`src/rtl/axi_ord_pkg.sv`:
```
package axi_ord_pkg;

  // Per-ID counter update, encoded as {increment, decrement}
  typedef enum logic [1:0] {
    CNT_IDLE = 2'b00,
    CNT_DOWN = 2'b01,
    CNT_UP   = 2'b10,
    CNT_BOTH = 2'b11
  } cnt_op_e;

  // Bits needed to hold 0..max_val
  function automatic int cnt_w(input int max_val);
    return (max_val < 2) ? 1 : $clog2(max_val + 1);
  endfunction

endpackage

```
`src/rtl/ord_cnt_bank.sv`:
```
module ord_cnt_bank
  import axi_ord_pkg::*;
#(
  parameter int ID_W    = 4,
  parameter int MAX_OUT = 15
) (
  input  logic                  clk,
  input  logic                  rst,
  input  logic                  inc,
  input  logic [ID_W-1:0]       inc_id,
  input  logic                  dec,
  input  logic [ID_W-1:0]       dec_id,
  output logic [(1<<ID_W)-1:0]  idle_o,
  output logic [(1<<ID_W)-1:0]  full_o
);

  localparam int NID = 1 << ID_W;
  localparam int CW  = cnt_w(MAX_OUT);
  localparam logic [CW-1:0] CNT_MAX = CW'(MAX_OUT);

  for (genvar g = 0; g < NID; g++) begin : g_id
    logic [CW-1:0] cnt;
    cnt_op_e       op;

    always_comb begin
      op = cnt_op_e'({inc && (inc_id == ID_W'(g)), dec && (dec_id == ID_W'(g))});
    end

    always_ff @(posedge clk) begin
      if (rst) begin
        cnt <= '0;
      end else begin
        case (op)
          CNT_UP:   if (cnt != CNT_MAX) cnt <= cnt + 1'b1;
          CNT_DOWN: if (cnt != '0)      cnt <= cnt - 1'b1;
          default:  ;
        endcase
      end
    end

    assign idle_o[g] = (cnt == '0);
    assign full_o[g] = (cnt == CNT_MAX);


    cnt_limit_chk: assert property (@(posedge clk) disable iff (rst)
      cnt <= CNT_MAX);


    no_push_full_chk: assert property (@(posedge clk) disable iff (rst)
      full_o[g] |-> (op != CNT_UP));
  end

endmodule

```
`src/rtl/ord_issue_ctl.sv`:
```
module ord_issue_ctl #(
  parameter int ID_W = 4
) (
  input  logic                  clk,
  input  logic                  rst,
  input  logic                  aw_req,
  input  logic [ID_W-1:0]       aw_id,
  input  logic                  aw_acc,
  input  logic                  ar_req,
  input  logic [ID_W-1:0]       ar_id,
  input  logic                  ar_acc,
  input  logic [(1<<ID_W)-1:0]  wr_idle,
  input  logic [(1<<ID_W)-1:0]  wr_full,
  input  logic [(1<<ID_W)-1:0]  rd_idle,
  input  logic [(1<<ID_W)-1:0]  rd_full,
  output logic                  aw_go,
  output logic                  ar_go
);

  logic aw_open, ar_open, same_id;
  logic aw_hold, ar_hold;   // address shown to controller, not yet taken

  always_comb begin
    aw_open = rd_idle[aw_id] && !wr_full[aw_id];
    ar_open = wr_idle[ar_id] && !rd_full[ar_id];
    same_id = aw_req && ar_req && (aw_id == ar_id);
    // a read already on the bus keeps it; otherwise writes win a same-ID tie
    aw_go   = aw_req && aw_open && !(same_id && ar_hold);
    ar_go   = ar_req && ar_open && !(same_id && aw_go);
  end

  always_ff @(posedge clk) begin
    if (rst) begin
      aw_hold <= 1'b0;
      ar_hold <= 1'b0;
    end else begin
      aw_hold <= aw_go && !aw_acc;
      ar_hold <= ar_go && !ar_acc;
    end
  end


  aw_keep_chk: assert property (@(posedge clk) disable iff (rst)
    aw_hold && aw_req |-> aw_go);


  ar_keep_chk: assert property (@(posedge clk) disable iff (rst)
    ar_hold && ar_req |-> ar_go);


  same_id_excl_chk: assert property (@(posedge clk) disable iff (rst)
    !(aw_go && ar_go && (aw_id == ar_id)));

endmodule

```
`src/rtl/axi_order_gate.sv`:
```
module axi_order_gate #(
  parameter int ID_W    = 4,
  parameter int ADDR_W  = 32,
  parameter int DATA_W  = 32,
  parameter int MAX_OUT = 15
) (
  input  logic              clk,
  input  logic              rst,
  input  logic              s_awvalid,
  output logic              s_awready,
  input  logic [ID_W-1:0]   s_awid,
  input  logic [ADDR_W-1:0] s_awaddr,
  input  logic              s_wvalid,
  output logic              s_wready,
  input  logic [DATA_W-1:0] s_wdata,
  input  logic              s_wlast,
  output logic              s_bvalid,
  input  logic              s_bready,
  output logic [ID_W-1:0]   s_bid,
  output logic [1:0]        s_bresp,
  input  logic              s_arvalid,
  output logic              s_arready,
  input  logic [ID_W-1:0]   s_arid,
  input  logic [ADDR_W-1:0] s_araddr,
  output logic              s_rvalid,
  input  logic              s_rready,
  output logic [ID_W-1:0]   s_rid,
  output logic [DATA_W-1:0] s_rdata,
  output logic [1:0]        s_rresp,
  output logic              s_rlast,
  output logic              m_awvalid,
  input  logic              m_awready,
  output logic [ID_W-1:0]   m_awid,
  output logic [ADDR_W-1:0] m_awaddr,
  output logic              m_wvalid,
  input  logic              m_wready,
  output logic [DATA_W-1:0] m_wdata,
  output logic              m_wlast,
  input  logic              m_bvalid,
  output logic              m_bready,
  input  logic [ID_W-1:0]   m_bid,
  input  logic [1:0]        m_bresp,
  output logic              m_arvalid,
  input  logic              m_arready,
  output logic [ID_W-1:0]   m_arid,
  output logic [ADDR_W-1:0] m_araddr,
  input  logic              m_rvalid,
  output logic              m_rready,
  input  logic [ID_W-1:0]   m_rid,
  input  logic [DATA_W-1:0] m_rdata,
  input  logic [1:0]        m_rresp,
  input  logic              m_rlast
);

  localparam int NID = 1 << ID_W;

  logic [NID-1:0] wr_idle, wr_full, rd_idle, rd_full;
  logic           aw_go, ar_go;
  logic           aw_fire, ar_fire, b_fire, rlast_fire;

  // Address channels: payload wired, VALID/READY gated
  assign m_awid    = s_awid;
  assign m_awaddr  = s_awaddr;
  assign m_awvalid = aw_go;
  assign s_awready = aw_go && m_awready;
  assign m_arid    = s_arid;
  assign m_araddr  = s_araddr;
  assign m_arvalid = ar_go;
  assign s_arready = ar_go && m_arready;

  // Data and response channels: straight wires
  assign m_wvalid = s_wvalid;
  assign s_wready = m_wready;
  assign m_wdata  = s_wdata;
  assign m_wlast  = s_wlast;
  assign s_bvalid = m_bvalid;
  assign m_bready = s_bready;
  assign s_bid    = m_bid;
  assign s_bresp  = m_bresp;
  assign s_rvalid = m_rvalid;
  assign m_rready = s_rready;
  assign s_rid    = m_rid;
  assign s_rdata  = m_rdata;
  assign s_rresp  = m_rresp;
  assign s_rlast  = m_rlast;

  assign aw_fire    = m_awvalid && m_awready;
  assign ar_fire    = m_arvalid && m_arready;
  assign b_fire     = m_bvalid && s_bready;
  assign rlast_fire = m_rvalid && s_rready && m_rlast;

  ord_issue_ctl #(.ID_W(ID_W)) u_ctl (
    .clk     (clk),
    .rst     (rst),
    .aw_req  (s_awvalid),
    .aw_id   (s_awid),
    .aw_acc  (m_awready),
    .ar_req  (s_arvalid),
    .ar_id   (s_arid),
    .ar_acc  (m_arready),
    .wr_idle (wr_idle),
    .wr_full (wr_full),
    .rd_idle (rd_idle),
    .rd_full (rd_full),
    .aw_go   (aw_go),
    .ar_go   (ar_go)
  );

  ord_cnt_bank #(.ID_W(ID_W), .MAX_OUT(MAX_OUT)) u_wr_bank (
    .clk    (clk),
    .rst    (rst),
    .inc    (aw_fire),
    .inc_id (s_awid),
    .dec    (b_fire),
    .dec_id (m_bid),
    .idle_o (wr_idle),
    .full_o (wr_full)
  );

  ord_cnt_bank #(.ID_W(ID_W), .MAX_OUT(MAX_OUT)) u_rd_bank (
    .clk    (clk),
    .rst    (rst),
    .inc    (ar_fire),
    .inc_id (s_arid),
    .dec    (rlast_fire),
    .dec_id (m_rid),
    .idle_o (rd_idle),
    .full_o (rd_full)
  );


  ar_after_wr_chk: assert property (@(posedge clk) disable iff (rst)
    m_arvalid |-> wr_idle[m_arid]);


  aw_after_rd_chk: assert property (@(posedge clk) disable iff (rst)
    m_awvalid |-> rd_idle[m_awid]);


  aw_stable_chk: assert property (@(posedge clk) disable iff (rst)
    m_awvalid && !m_awready && s_awvalid |=> m_awvalid && $stable(m_awaddr) && $stable(m_awid));

endmodule

```
`config.mk`:
```
export PLATFORM = sky130hd
export DESIGN_NAME = axi_order_gate
export DESIGN_NICKNAME = d
export VERILOG_FILES = /design/src/rtl/axi_ord_pkg.sv /design/src/rtl/ord_cnt_bank.sv /design/src/rtl/ord_issue_ctl.sv /design/src/rtl/axi_order_gate.sv
export SDC_FILE = /design/constraint.sdc
export NUM_CORES = 1
export LEC_CHECK = 0
export ABC_CLOCK_PERIOD_IN_PS = 5100
export BUFFER_PORTS_ARGS = -buffer_cell sky130_fd_sc_hd__buf_2
export CORE_ASPECT_RATIO = 0.75
export CORE_MARGIN = 2
export CORE_UTILIZATION = 42
export DETAILED_ROUTE_END_ITERATION = 6
export PLACE_DENSITY = 0.78
export SYNTH_ARGS = -nofsm -noshare
export SYNTH_HDL_FRONTEND = slang
export SYNTH_SLANG_ARGS = --single-unit
```
`constraint.sdc`:
```
create_clock -name clk -period 5.1 [get_ports clk]
set_input_delay 0 -clock clk [delete_from_list [all_inputs] [get_ports clk]]
set_output_delay 0 -clock clk [all_outputs]
set_load 0.05 [all_outputs]
```
; ---- Yosys cells after proc, flatten, opt, wreduce, memory -nomap -nowiden
; Cells that the tools add are included.
[word_totals]
regBits = 129
out_inout_bits = 160
elab_cells = 673
[classes]
add_sub_neg = 64
n_lt_le_gt_ge = 2
n_eq_ne = 253
mux = 104
reduce_logical = 217
[op_table]
columns = operator, n
row1 = equality test 4 bit (second input constant), 64
row2 = two-way mux 4 bit, 64
row3 = case mux 4 bit (2 select lines), 32
row4 = zero test 4 bit, 36
row5 = adder 4 x 1 -> 4 bit (second input constant), 32
row6 = inequality test 2 x 1 -> 1 bit (second input constant), 64
row7 = inequality test 4 bit (second input constant), 32
row8 = nonzero test 4 bit, 32
row9 = subtractor 4 x 1 -> 4 bit (second input constant), 32
row10 = AND reduction 3 bit, 32
row11 = logical AND 1 bit, 80
row12 = equality test 2 x 1 -> 1 bit (second input constant), 32
row13 = equality test 2 bit (second input constant), 32
row14 = equality test 4 x 3 -> 1 bit (second input constant), 16
row15 = nonzero test 2 bit, 32
row16 = equality test 4 x 2 -> 1 bit (second input constant), 8
row17 = binary-select mux 1 bit (select 4 bit), 4
row18 = equality test 4 x 1 -> 1 bit (second input constant), 4
row19 = less-than comparator 4 x 5 -> 1 bit (second input constant), 2
row20 = zero test 1 bit, 5
row21 = equality test 4 bit, 1
row22 = two-way mux 1 bit, 4

; ---- Depth between registers and ports, before layout
[depth]
word_depth = 15
ltp_mapped = 21

; ---- Hierarchy
; A second synthesis with hierarchy kept.
[unflattened]
cells_unflattened = 1241
hier_area_um2 = 10313.6
[by_module_without_submodules]
columns = module, instances, cells_per_inst, area_each_um2
row1 = ord_cnt_bank at u_wr_bank, 1, 509, 4280.4
row2 = ord_cnt_bank at u_rd_bank, 1, 477, 4184.0
row3 = axi_order_gate, 1, 160, 1196.1
row4 = ord_issue_ctl, 1, 95, 653.1

; ---- Worst setup path before layout
; Ideal clock, no wire load.
[synth_timing]
path_kind = register to register
startpoint = register u_rd_bank.g_id[1].cnt[1]
endpoint = register u_rd_bank.g_id[8].cnt[3]
arrival_time_ns = 3.670
setup_slack_ns = 1.302
path_stages_with_launch = 20
n_path_buf = 2
synth_period_minus_slack_ns = 3.798
path_cell_list = dfxtp_1 clkbuf_1 nor4_1 a311oi_1 nand2_1 a21oi_1 nor4_4 and3b_4 nand2_8 inv_4 buf_2 nand3_1 ha_1 ha_1 a21o_1 a21oi_1 xnor2_1 nand2_1 xor2_1 nor2_1
[synth_between]
elab_chain_len = 14
elab_cells_between_ends = 24
classes_between = eq/ne (5) / mux (5) / reduce/logical (14)
[synth_lines]
columns = element, line
row1 = "start, declared", ord_cnt_bank.sv:22  ; logic [CW-1:0] cnt;
row2 = "start signal, assigned", ord_cnt_bank.sv:34  ; CNT_UP: if (cnt != CNT_MAX) cnt <= cnt + 1'b1;
row3 = "start signal, assigned", ord_cnt_bank.sv:35  ; CNT_DOWN: if (cnt != '0) cnt <= cnt - 1'b1;
row4 = zero test 4 bit, ord_cnt_bank.sv:41  ; assign idle_o[g] = (cnt == '0);
row5 = binary-select mux 1 bit (select 4 bit), ord_issue_ctl.sv:24  ; aw_open = rd_idle[aw_id] && !wr_full[aw_id];
row6 = two-way mux 1 bit (implied by the code), ord_issue_ctl.sv:24
row7 = logical AND 1 bit, ord_issue_ctl.sv:24
row8 = logical AND 1 bit (2 in series), ord_issue_ctl.sv:28  ; aw_go = aw_req && aw_open && !(same_id && ar_hold);
row9 = logical AND 1 bit, ord_issue_ctl.sv:29  ; ar_go = ar_req && ar_open && !(same_id && aw_go);
row10 = zero test 1 bit, ord_issue_ctl.sv:29
row11 = logical AND 1 bit *, ord_issue_ctl.sv:29
row12 = named net m_arvalid, axi_order_gate.sv:43  ; output logic m_arvalid,
row13 = logical AND 1 bit *, -
row14 = named net s_arready, axi_order_gate.sv:22  ; output logic s_arready,
row15 = logical AND 1 bit *, ord_cnt_bank.sv:26  ; op = cnt_op_e'({inc && (inc_id == ID_W'(g)), dec && (dec_id == ID_W'(g))});
row16 = equality test 2 x 1 -> 1 bit or equality test 2 bit (tied branches), ord_cnt_bank.sv:33  ; case (op)
row17 = inequality test 2 x 1 -> 1 bit (no source line) or nonzero test 2 bit (tied branches), -
row18 = AND reduction 3 bit (no source line), -
row19 = "end signal, assigned", ord_cnt_bank.sv:34
row20 = "end signal, assigned", ord_cnt_bank.sv:35
row21 = "end, declared", ord_cnt_bank.sv:22
; The timed path passes the listed nets; every way through them passes the cells marked *. The select of a mux whose other input is x is not followed.
; A chain may end at the register's enable or synchronous reset.

; ---- Worst setup path after layout
[layout_timing]
startpoint = register u_rd_bank.g_id[10].cnt[0]
endpoint = register u_wr_bank.g_id[3].cnt[3]
[layout_between]
elab_chain_len = 11
elab_cells_between_ends = 15
classes_between = eq/ne (4) / mux (3) / reduce/logical (8)
[layout_lines]
columns = element, line
row1 = "start, declared", ord_cnt_bank.sv:22
row2 = "start signal, assigned", ord_cnt_bank.sv:34
row3 = "start signal, assigned", ord_cnt_bank.sv:35
row4 = zero test 4 bit *, ord_cnt_bank.sv:41
row5 = binary-select mux 1 bit (select 4 bit) *, ord_issue_ctl.sv:24
row6 = two-way mux 1 bit (implied by the code) *, ord_issue_ctl.sv:24
row7 = logical AND 1 bit *, ord_issue_ctl.sv:24
row8 = logical AND 1 bit * (2 in series), ord_issue_ctl.sv:28
row9 = logical AND 1 bit *, axi_order_gate.sv:87  ; assign aw_fire = m_awvalid && m_awready;
row10 = logical AND 1 bit *, ord_cnt_bank.sv:26
row11 = equality test 2 x 1 -> 1 bit or equality test 2 bit (tied branches), ord_cnt_bank.sv:33
row12 = inequality test 2 x 1 -> 1 bit (no source line) or nonzero test 2 bit (tied branches), -
row13 = AND reduction 3 bit (no source line), -
row14 = "end signal, assigned", ord_cnt_bank.sv:34
row15 = "end signal, assigned", ord_cnt_bank.sv:35
row16 = "end, declared", ord_cnt_bank.sv:22
; Mark *: on every way between the ends. The rest lies on a longest branch, timed or not. The select of a mux whose other input is x is not followed.

==> run metrics <==
outcome finished clean; post-synthesis cell count 1417; Die Ht ~150 µm; max cap viols 0; Reg clk slew, reported paths approximately 0.060 ns; fmax between 200 and 250 MHz; top cells by count, synth nor2_1, buf_4, inv_1; HP Class input pin to output port; Post-synth EDFFs 0; fin. max-slew vios 0; Synth Register Bits ~130; Area Growth Syn to Fin -0.240%; R2R Setup Slk a little under 0.5 ns; Root Buffer clkbuf_16; most frequent cell after synthesis nor2_1; Critical Path RT between 5 and 6 ns; DR vias ~9000; top cell type's share of synthesized area 0.225; die footprint between 20000 and 30000 µm²; CTS sink count ~130; Hold EP m_awaddr[27]; H-Tree Depth 4; Fin. Hold Viols 0; first drt pass iteration count 5; Initial Utilization 0.426; DRT iter0 DRCs approximately 760; # nets final 1595; Setup Fix Bufs, Post-CTS 0; asr flop ratio synth 0; XOR/XNOR share of the synthesized area 0.105; synth warn 0; largest net degree at the start of global routing 78; largest family of logic cells by synthesized area simple AND/OR/NAND/NOR gates; Slew headroom 0.386; Adder-Cell Fraction of Synth Area 0.176; vias in the first global route roughly 8800; Final min period roughly 4.6 ns; top area cells in the synthesized netlist dfxtp_1, ha_1, buf_4; WL per Instance between 15 and 20 µm; crit start category flop; post-DP HPWL 20.0 mm; Worst Tran Pin Value about 0.9 ns; top_reg_cell synth dfxtp_1; hold slack about 0.000019 ns; setup violators final 0; Boundary Pins roughly 320; proportion of synthesized area in mux cells 0.0316; CP arrival between 4 and 5 ns; share of layout cells above drive strength 1 0.0731; fin crit share 0.904; Post-Route Setup TNS 0 ns; skew final between 0.01 and 0.015 ns; grt ovf 0; GPL Wtd Cong 0.928; fin worst setup slack around 0.49 ns; crit path kind flop to flop; hold wc startpoint s_awaddr[27]; Via density around 5.5; Synth Area in Compound Gates 0.0991; sequential area share after synthesis 0.225; Reg-to-Reg Start u_rd_bank.g_id[10].cnt[0]; Netlist Area Pre-Place 11500 µm²; Syn Area/Cell slightly above 8 µm²; Synth area leader dfxtp_1; Distinct cells, synth between 60 and 70; residual antenna-violating net count after detailed routing 0; n_diodes 0; PwrDens 227 nW/µm²; overall routing resource usage 0.190; global-route wire length before repair 43.8 mm; Clock Latency Late Sink approximately 0.44 ns; TritonCTS clock tree yes; Worst VDD drop ~0.00018 V; worst r2r dst u_wr_bank.g_id[3].cnt[3]; RSZ-0062 raised after global routing no; worst hold stages 0; CTS Buf Count 17; chip width 195 µm; pre-CTS setup slack approximately 0.68 ns; Fill cells about 2600; initial antenna violation count 0; row count 52; cts repair resizes 0; Port Buf Inserts 51; DRC 0; net count after synthesis 1726; Pleak 0.00474 µW; crit-path max FO 14; clock tree buffer depth 2; Reg2Reg Depth 16; Core ar. 26900 µm²; simple-gate portion of the synthesized area 0.198; routed wire length ~27 mm; utilization after layout 0.425; CP endpoint kind flop
[how the worst max path moves through the flow]
stage / end / start / slack, ns / depth (start not counted)
after global placement: u_wr_bank.g_id[2].cnt[3] / u_rd_bank.g_id[8].cnt[0] / 0.87 / 16
after global routing: u_wr_bank.g_id[3].cnt[3] / u_rd_bank.g_id[10].cnt[0] / 0.25 / 16
final: u_wr_bank.g_id[3].cnt[3] / u_rd_bank.g_id[10].cnt[0] / 0.49 / 16
after floorplan: u_rd_bank.g_id[8].cnt[3] / u_rd_bank.g_id[1].cnt[1] / 1.30 / 19
after CTS: u_wr_bank.g_id[3].cnt[3] / u_rd_bank.g_id[10].cnt[0] / 0.65 / 16
after detailed placement: u_wr_bank.g_id[3].cnt[3] / u_rd_bank.g_id[10].cnt[0] / 0.68 / 16
[cell families (layout without fill, tap and decap cells)]
group	count (synthesis)	after routing
and+or+nand+nor	464	464
adders and majority gates	147	147
xor gates and xnor gates	137	137
AOI/OAI and AO/OA	161	161
DFF	129	129
buffers and inverters	343	225
muxes	36	36
[registers in the layout, indices dropped and copies added, names as in the netlist]
name / cells
u_ctl.ar_hold: 1
u_rd_bank.g_id.cnt: 64
u_wr_bank.g_id.cnt: 64
[worst max-delay path, stage by stage (launching register included)]
cell and delay [ns]:
dfxtp_1 0.38, nor4_2 0.59, a211oi_1 0.18, a2111oi_2 0.35, nand4_2 0.23, nor2_1 0.17, and3_1 0.51, nand3_1 0.30
or3_1 0.38, ha_1 0.26, ha_1 0.30, a21o_1 0.18, a21oi_1 0.21, xnor2_1 0.15, nand2_1 0.08, xor2_1 0.17
nor2_1 0.05
[placed cells by master, fill, tap and decap left out, drive strengths merged, types with 28 or more instances in the layout]
cell type,n
a211oi,54
dfxtp,129
xnor2,89
mux2i,35
ha,123
nor4,34
xor2,48
nand2,85
buf,52
a21oi,38
a21o,28
nor2,171
nand4,36
inv,141
nand3,47
[final cells by class]
| class | instances | area, µm² | share of cell area |
|---|---|---|---|
| Multi-Input combinational cell | 945 | 6980 | 0.611 |
| Sequential cell | 129 | 2580 | 0.226 |
| Inverter | 140 | 528 | 0.0462 |
| Clock buffer | 20 | 467 | 0.0408 |
| Tap cell | 351 | 439 | 0.0384 |
| Timing Repair Buffer | 53 | 275 | 0.0241 |
| Clock inverter | 12 | 156 | 0.0137 |
[through the flow]
step	cell area, µm²	power (µW)	instances
floorplan	11500	1520	1417
global placement	10800	1290	1617
detailed placement	10800	1300	1617
CTS	11400	2600	1650
global route	11400	2670	1650
finish	11400	2600	1650
[what timing repair did]
action | in CTS | in global routing
endpoints found under the setup margin | 0 | 0
endpoints found under the hold margin | 1 | 0
hold buffers | 1 | 0
[metal layers]
metal / routed length [µm] / track usage / up-vias
li1: - / - / 4359
met1: 11300 / 0.248 / 4279
met2: 11700 / 0.295 / 438
met3: 2910 / 0.0611 / 50
met4: 639 / 0.0696 / 0
met5: 0 / 0 / -
[power breakdown]
group / switching, µW / internal [µW]
registers: 15.0 / 1020
clock network: 506 / 808
logic: 180 / 69.8
(Power assumes the default switching activity.)
